File: src/rtl/fwd_pkg.sv
`timescale 1ns/1ps
// Package fwd_pkg
// Shared field positions, opcode values, select codes and the instruction
// class decoder used by every module of the bypass selector.
// Assumes the fixed 32-bit three-format instruction layout.
package fwd_pkg;

    localparam int INSN_W  = 32;
    localparam int OPC_W   = 6;
    localparam int REG_W   = 5;
    localparam int OPC_LSB = 26;
    localparam int RS_LSB  = 21;
    localparam int RT_LSB  = 16;
    localparam int RD_LSB  = 11;

    localparam logic [OPC_W-1:0] OPC_RR      = 6'h00;
    localparam logic [OPC_W-1:0] OPC_IMM_LO  = 6'h08;
    localparam logic [OPC_W-1:0] OPC_IMM_HI  = 6'h0F;
    localparam logic [OPC_W-1:0] OPC_LOAD    = 6'h23;
    localparam logic [OPC_W-1:0] OPC_STORE   = 6'h2B;
    localparam logic [OPC_W-1:0] OPC_BR_EQZ  = 6'h04;
    localparam logic [OPC_W-1:0] OPC_BR_NEZ  = 6'h05;

    typedef enum logic [1:0] {
        SEL_REG     = 2'b00,
        SEL_EXM_ALU = 2'b01,
        SEL_MWB_ALU = 2'b10,
        SEL_MWB_LD  = 2'b11
    } fwd_sel_e;

    typedef enum logic [2:0] {
        CLS_NONE,
        CLS_RR,
        CLS_IMM,
        CLS_LOAD,
        CLS_STORE,
        CLS_BRANCH
    } insn_cls_e;

    // Map an opcode to its instruction class.
    function automatic insn_cls_e classify(input logic [OPC_W-1:0] opc);
        insn_cls_e c;
        if (opc == OPC_RR)
            c = CLS_RR;
        else if (opc >= OPC_IMM_LO && opc <= OPC_IMM_HI)
            c = CLS_IMM;
        else if (opc == OPC_LOAD)
            c = CLS_LOAD;
        else if (opc == OPC_STORE)
            c = CLS_STORE;
        else if (opc == OPC_BR_EQZ || opc == OPC_BR_NEZ)
            c = CLS_BRANCH;
        else
            c = CLS_NONE;
        return c;
    endfunction

    function automatic logic [OPC_W-1:0] opc_of(input logic [INSN_W-1:0] ir);
        return ir[OPC_LSB +: OPC_W];
    endfunction

    function automatic logic [REG_W-1:0] rs_of(input logic [INSN_W-1:0] ir);
        return ir[RS_LSB +: REG_W];
    endfunction

    function automatic logic [REG_W-1:0] rt_of(input logic [INSN_W-1:0] ir);
        return ir[RT_LSB +: REG_W];
    endfunction

    function automatic logic [REG_W-1:0] rd_of(input logic [INSN_W-1:0] ir);
        return ir[RD_LSB +: REG_W];
    endfunction

endpackage

File: src/rtl/fwd_producer.sv
`timescale 1ns/1ps
// Module fwd_producer
// Decodes one downstream instruction word into a register-write intent:
// whether it writes a register that may be bypassed, which register, and
// whether the value is load data. The destination is rd for register-register
// ops and rt for ALU-immediate ops and loads. Stores, branches and unknown
// opcodes write nothing. Register 0 is never reported as a destination.
// ALLOW_LOAD = 0 removes loads as a source (used for the execute/memory stage,
// whose load data does not exist yet).
module fwd_producer
    import fwd_pkg::*;
#(
    parameter bit ALLOW_LOAD = 1'b1
) (
    input  logic [INSN_W-1:0] ir,
    output logic              wr_en,
    output logic [REG_W-1:0]  wr_idx,
    output logic              is_load
);

    insn_cls_e  cls;
    logic       base_en;
    logic       unused_ir;

    assign unused_ir = ^ir;

    // Classify the producer and pick its destination field.
    always_comb begin
        cls     = classify(opc_of(ir));
        base_en = 1'b0;
        wr_idx  = '0;
        case (cls)
            CLS_RR: begin
                base_en = 1'b1;
                wr_idx  = rd_of(ir);
            end
            CLS_IMM: begin
                base_en = 1'b1;
                wr_idx  = rt_of(ir);
            end
            CLS_LOAD: begin
                base_en = 1'b0;
                wr_idx  = rt_of(ir);
            end
            default: begin
                base_en = 1'b0;
                wr_idx  = '0;
            end
        endcase
    end

    generate
        if (ALLOW_LOAD) begin : g_load_src
            // Loads count as producers in this stage.
            always_comb begin
                is_load = (cls == CLS_LOAD);
                wr_en   = (base_en || is_load) && (wr_idx != '0);
            end
        end else begin : g_no_load_src
            // Loads are excluded as producers in this stage.
            always_comb begin
                is_load = 1'b0;
                wr_en   = base_en && (wr_idx != '0);
            end
        end
    endgenerate

endmodule

File: src/rtl/fwd_mux4.sv
`timescale 1ns/1ps
// Module fwd_mux4
// Four-input operand multiplexer steered by a bypass select code.
// Assumes the select encoding defined in fwd_pkg.
module fwd_mux4
    import fwd_pkg::*;
#(
    parameter int DATA_W = 32
) (
    input  fwd_sel_e          sel,
    input  logic [DATA_W-1:0] in_reg,
    input  logic [DATA_W-1:0] in_exm_alu,
    input  logic [DATA_W-1:0] in_mwb_alu,
    input  logic [DATA_W-1:0] in_mwb_ld,
    output logic [DATA_W-1:0] out
);

    // Route the selected source to the operand.
    always_comb begin
        case (sel)
            SEL_EXM_ALU: out = in_exm_alu;
            SEL_MWB_ALU: out = in_mwb_alu;
            SEL_MWB_LD:  out = in_mwb_ld;
            default:     out = in_reg;
        endcase
    end

endmodule

File: src/rtl/fwd_operand_path.sv
`timescale 1ns/1ps
// Module fwd_operand_path
// Bypass decision and multiplexer for one ALU operand.
// BOTTOM = 0 selects the top operand: the consumer's rs field is compared
// for register-register, ALU-immediate, load, store and branch consumers.
// BOTTOM = 1 selects the bottom operand: the consumer's rt field is compared
// for register-register consumers only.
// Execute/memory matches take priority over memory/writeback matches.
module fwd_operand_path
    import fwd_pkg::*;
#(
    parameter int DATA_W = 32,
    parameter bit BOTTOM = 1'b0
) (
    input  logic [INSN_W-1:0] consumer_ir,
    input  logic [DATA_W-1:0] reg_val,
    input  logic [DATA_W-1:0] exm_alu,
    input  logic [DATA_W-1:0] mwb_alu,
    input  logic [DATA_W-1:0] mwb_ld,
    input  logic              exm_wr_en,
    input  logic [REG_W-1:0]  exm_wr_idx,
    input  logic              mwb_wr_en,
    input  logic [REG_W-1:0]  mwb_wr_idx,
    input  logic              mwb_is_load,
    output logic [1:0]        sel,
    output logic [DATA_W-1:0] opnd
);

    insn_cls_e  cls;
    logic       uses_src;
    logic [REG_W-1:0] src_idx;
    logic       exm_hit;
    logic       mwb_hit;
    fwd_sel_e   sel_e;
    logic       unused_ir;

    assign unused_ir = ^consumer_ir;
    assign cls       = classify(opc_of(consumer_ir));

    generate
        if (BOTTOM) begin : g_bottom
            // Bottom operand reads rt, only for register-register consumers.
            always_comb begin
                src_idx  = rt_of(consumer_ir);
                uses_src = (cls == CLS_RR);
            end
        end else begin : g_top
            // Top operand reads rs for every operand-using class.
            always_comb begin
                src_idx  = rs_of(consumer_ir);
                uses_src = (cls == CLS_RR) || (cls == CLS_IMM) ||
                           (cls == CLS_LOAD) || (cls == CLS_STORE) ||
                           (cls == CLS_BRANCH);
            end
        end
    endgenerate

    // Compare each stage's destination with the source register.
    always_comb begin
        exm_hit = uses_src && exm_wr_en && (exm_wr_idx == src_idx);
        mwb_hit = uses_src && mwb_wr_en && (mwb_wr_idx == src_idx) && !exm_hit;
    end

    // Encode the winning source.
    always_comb begin
        if (exm_hit)
            sel_e = SEL_EXM_ALU;
        else if (mwb_hit)
            sel_e = mwb_is_load ? SEL_MWB_LD : SEL_MWB_ALU;
        else
            sel_e = SEL_REG;
    end

    assign sel = sel_e;

    fwd_mux4 #(
        .DATA_W(DATA_W)
    ) u_mux (
        .sel        (sel_e),
        .in_reg     (reg_val),
        .in_exm_alu (exm_alu),
        .in_mwb_alu (mwb_alu),
        .in_mwb_ld  (mwb_ld),
        .out        (opnd)
    );

endmodule

File: src/rtl/alu_bypass_unit.sv
`timescale 1ns/1ps
// Module alu_bypass_unit
// Top of the ALU operand bypass selector. Decodes the execute/memory and
// memory/writeback instructions as producers, then builds one operand path
// for each ALU input. Purely combinational. Assumes the pipeline registers
// hold bubbles as all-zero words (register-register with destination 0).
module alu_bypass_unit
    import fwd_pkg::*;
#(
    parameter int DATA_W = 32
) (
    input  logic [31:0]       idex_ir,
    input  logic [DATA_W-1:0] idex_rs_val,
    input  logic [DATA_W-1:0] idex_rt_val,
    input  logic [31:0]       exmem_ir,
    input  logic [DATA_W-1:0] exmem_alu_res,
    input  logic [31:0]       memwb_ir,
    input  logic [DATA_W-1:0] memwb_alu_res,
    input  logic [DATA_W-1:0] memwb_load_data,
    output logic [1:0]        sel_top,
    output logic [1:0]        sel_bot,
    output logic [DATA_W-1:0] opnd_top,
    output logic [DATA_W-1:0] opnd_bot
);

    localparam int NUM_OPND = 2;

    logic              exm_wr_en;
    logic [REG_W-1:0]  exm_wr_idx;
    logic              unused_exm_load;
    logic              mwb_wr_en;
    logic [REG_W-1:0]  mwb_wr_idx;
    logic              mwb_is_load;

    logic [DATA_W-1:0] reg_val  [NUM_OPND];
    logic [1:0]        sel_w    [NUM_OPND];
    logic [DATA_W-1:0] opnd_w   [NUM_OPND];

    fwd_producer #(
        .ALLOW_LOAD(1'b0)
    ) u_exm_prod (
        .ir      (exmem_ir),
        .wr_en   (exm_wr_en),
        .wr_idx  (exm_wr_idx),
        .is_load (unused_exm_load)
    );

    fwd_producer #(
        .ALLOW_LOAD(1'b1)
    ) u_mwb_prod (
        .ir      (memwb_ir),
        .wr_en   (mwb_wr_en),
        .wr_idx  (mwb_wr_idx),
        .is_load (mwb_is_load)
    );

    assign reg_val[0] = idex_rs_val;
    assign reg_val[1] = idex_rt_val;

    generate
        for (genvar g = 0; g < NUM_OPND; g++) begin : g_opnd
            fwd_operand_path #(
                .DATA_W (DATA_W),
                .BOTTOM (g == 1)
            ) u_path (
                .consumer_ir (idex_ir),
                .reg_val     (reg_val[g]),
                .exm_alu     (exmem_alu_res),
                .mwb_alu     (memwb_alu_res),
                .mwb_ld      (memwb_load_data),
                .exm_wr_en   (exm_wr_en),
                .exm_wr_idx  (exm_wr_idx),
                .mwb_wr_en   (mwb_wr_en),
                .mwb_wr_idx  (mwb_wr_idx),
                .mwb_is_load (mwb_is_load),
                .sel         (sel_w[g]),
                .opnd        (opnd_w[g])
            );
        end
    endgenerate

    assign sel_top  = sel_w[0];
    assign sel_bot  = sel_w[1];
    assign opnd_top = opnd_w[0];
    assign opnd_bot = opnd_w[1];

endmodule

File: config.mk
export PLATFORM = sky130hd
export DESIGN_NAME = alu_bypass_unit
export DESIGN_NICKNAME = d
export VERILOG_FILES = /design/src/rtl/fwd_pkg.sv /design/src/rtl/fwd_producer.sv /design/src/rtl/fwd_mux4.sv /design/src/rtl/fwd_operand_path.sv /design/src/rtl/alu_bypass_unit.sv
export SDC_FILE = /design/constraint.sdc
export NUM_CORES = 1
export LEC_CHECK = 0
export CAP_MARGIN = 15
export CORE_AREA = 2 2 127 129
export DETAILED_ROUTE_END_ITERATION = 6
export DIE_AREA = 0 0 129 131
export PLACE_DENSITY = 0.67
export SLEW_MARGIN = 30
export SYNTH_ARGS = -nofsm -noshare
export SYNTH_HDL_FRONTEND = slang
export SYNTH_SLANG_ARGS = --single-unit
File: constraint.sdc
create_clock -name vclk -period 3.05
set_input_delay 0.4575 -clock vclk [all_inputs]
set_output_delay 0.4575 -clock vclk [all_outputs]
set_load 0.005 [all_outputs]
==> results.py <==
metrics = {
    "placed_design": {
        "gp_congestion": 0.876,
        "numPlacedInstances": 882,
        "dp_slack_ns": -1.25,
        "port_buffers": 276,
        "dp_hpwl_mm": 11.9,
    },
    "power": {
        "p_leak_nw": 3.20,
        "peakVddDrop_uv": 52.8,
        "swShare_pct": 31.5,
        "p_clk_share_pct": 0,
        "power.switching_mw": 0.206,
        "p_seq_share_pct": 0,
        "powerDensity_nw_per_um2": 88.2,
        "intPower_mw": 0.448,
        "p_comb_share_pct": 100.0,
    },
    "sta": {
        "tightestPinTransition_ns": 0.446,
        "hold_violations": 0,
        "slew_violations": 0,
        "hold-worst-slack_ns": 1.55,
        "relSlewSlack_pct": 69.8,
        "period_needed_ns": 3.83,
        "fmax_mhz": 261,
        "period_share_pct": 126,
        "setup_ws_ns": -0.779,
        "setup_viol": 68,
        "rsz0062_at_grt": "true",
    },
    "setup_path": {
        "path_max_fanout": 7,
        "critPathMaxStageDelay_ns": 0.53,
        "critPathCaptureType": "output port",
        "crit_arrival_ns": 3.37,
        "required_ns": 2.59,
        "worstSetupPathType": "in2out",
        "crit_chain": "buf_6, buf_6, nor4_4, buf_4, nand3_4, and3_4, or4_4, nor4_4, buf_4, buf_6, buf_12, buf_8, buf_4, mux2_4, mux2_4, clkbuf_2",
        "crit_path_top_delay_cell": "or4_4",
        "cp-start-kind": "input port",
    },
    "routing": {
        "wl_mm": 16.5,
        "dr.pass1.iters": 4,
        "vias": 4253,
        "wl_per_cell_um": 17.3,
        "ant_nets": 0,
        "drt_iter0_markers": 122,
        "vias_per_cell": 4.47,
        "route.detailed.drc": 0,
    },
    "grt": {
        "grt_overflow_total": 0,
        "grt_use_total_pct": 17.2,
        "grt_first_pass_wirelength_mm": 22.7,
        "grt_max_degree": 31,
        "antenna_found_initial": 0,
        "grt_pass1_vias": 4194,
    },
    "cells_and_area": {
        "layout_common_cells": "clkdlybuf4s50_1 (187), buf_4 (86), buf_6 (63)",
        "nClkBuffers": 0,
        "instances_no_fill": 951,
        "seq_area_sq_um": 0,
        "antennaDiodeCount": 0,
        "design.seq.count": 0,
        "area_growth_pct": 178,
        "final_common_cell": "clkdlybuf4s50_1",
        "final_net_count": 993,
        "drive_gt1_share_pct": 49.9,
    },
    "floorplanning": {
        "dieWidth_um": 129,
        "fp.coreArea_sq_um": 15600,
        "die_h_um": 131,
        "ios": 324,
        "start_util_pct": 17.1,
        "die-area_sq_um": 16900,
        "fp-row-count": 46,
    },
    "synth": {
        "yosysWarnings": 0,
        "avgSynthCellArea_sq_um": 8.09,
        "syn_inst": 330,
        "syn_area_sq_um": 2670,
        "syn_nets": 586,
        "yosysUniqueCellTypes": 49,
        "seq_area_frac_synth_pct": 0,
    },
    "hold_path": {
        "worstHoldPathType": "in2out",
    },
    "status": {
        "outcome": "finished, violations left",
        "violations": "negative setup slack",
    },
    "run": {
        "drv_cap": 0,
    },
}
final timing paths:
kind	from	cells after the start	to
setup / recovery	memwb_ir[27]	16	opnd_bot[22]
hold / removal	exmem_alu_res[25]	4	opnd_top[25]
metal layers:
metal	part of all wire, %	track usage (%)
met5	0	0
met4	1.3	2.49
met1	40	20.2
met3	7.9	3.30
met2	51	32.9
metrics by stage:
| stage | utilization [%] | total power, mW | setup TNS, ns | cell area, sq um |
|---|---|---|---|---|
| floorplan | - | 0.165 | -3.80 | 2790 |
| global placement | 41.0 | 0.620 | -77.67 | 6390 |
| detailed placement | 41.0 | 0.624 | -78.58 | 6390 |
| CTS | 46.9 | 0.643 | -33.90 | 7320 |
| global route | 47.6 | 0.697 | -46.26 | 7420 |
| finish | 47.6 | 0.655 | -39.60 | 7420 |
power by group through the flow:
stage	registers (mW)	clock network [mW]	logic, mW
2_1_floorplan	0	0	0.165
3_3_place_gp	0	0	0.620
3_5_place_dp	0	0	0.624
4_1_cts	0	0	0.643
5_1_grt	0	0	0.697
6_report	0	0	0.655
critical path, delay by kind of cell:
| kind | cells | cell delay [ns] |
|---|---|---|
| multiplexers | 2 | 0.54 |
| buffers and inverters | 9 | 1.10 |
| AND/OR/NAND/NOR | 5 | 1.25 |
timing repair:
action                                  in CTS  in global routing
gates cloned                                 5                  0
pin swaps                                   41                 18
resized for setup                          403                 62
endpoints found under the setup margin      68                 68
setup buffers                               56                 21
hold buffers                                 0                  0
cell usage after synthesis (all sizes together), types with 4 or more instances:
master  instances  area [sq um]
nor3            4          20.0
nor3b           4          30.0
buf            10          92.6
mux2           97          1090
nor4            6          67.6
mux2i          32           320
xor2            6          52.6
clkbuf         12          45.0
and3            8          50.1
nor2            4          15.0
nand3           9          50.1
or4             7          56.3
nor4bb          5          50.1
inv             7          26.3
and2            4          25.0
xnor2           5          43.8
nand2          35           131
a21oi           6          30.0
o21ai          35           175
cells by family after synthesis:
group,Yosys count,share of synthesized area [%]
compound gates,64,15.8
xor+xnor,11,3.61
buf+inv,29,6.14
mux,129,52.9
simple gates,97,21.6
final cells by class:
class,instances,area (sq um)
Tap cell,216,270
Fill cell,1488,8170
Multi-Input combinational cell,301,3030
Inverter,7,26.3
Timing Repair Buffer,427,4090
Note: power is estimated with default switching activity, not from simulation.
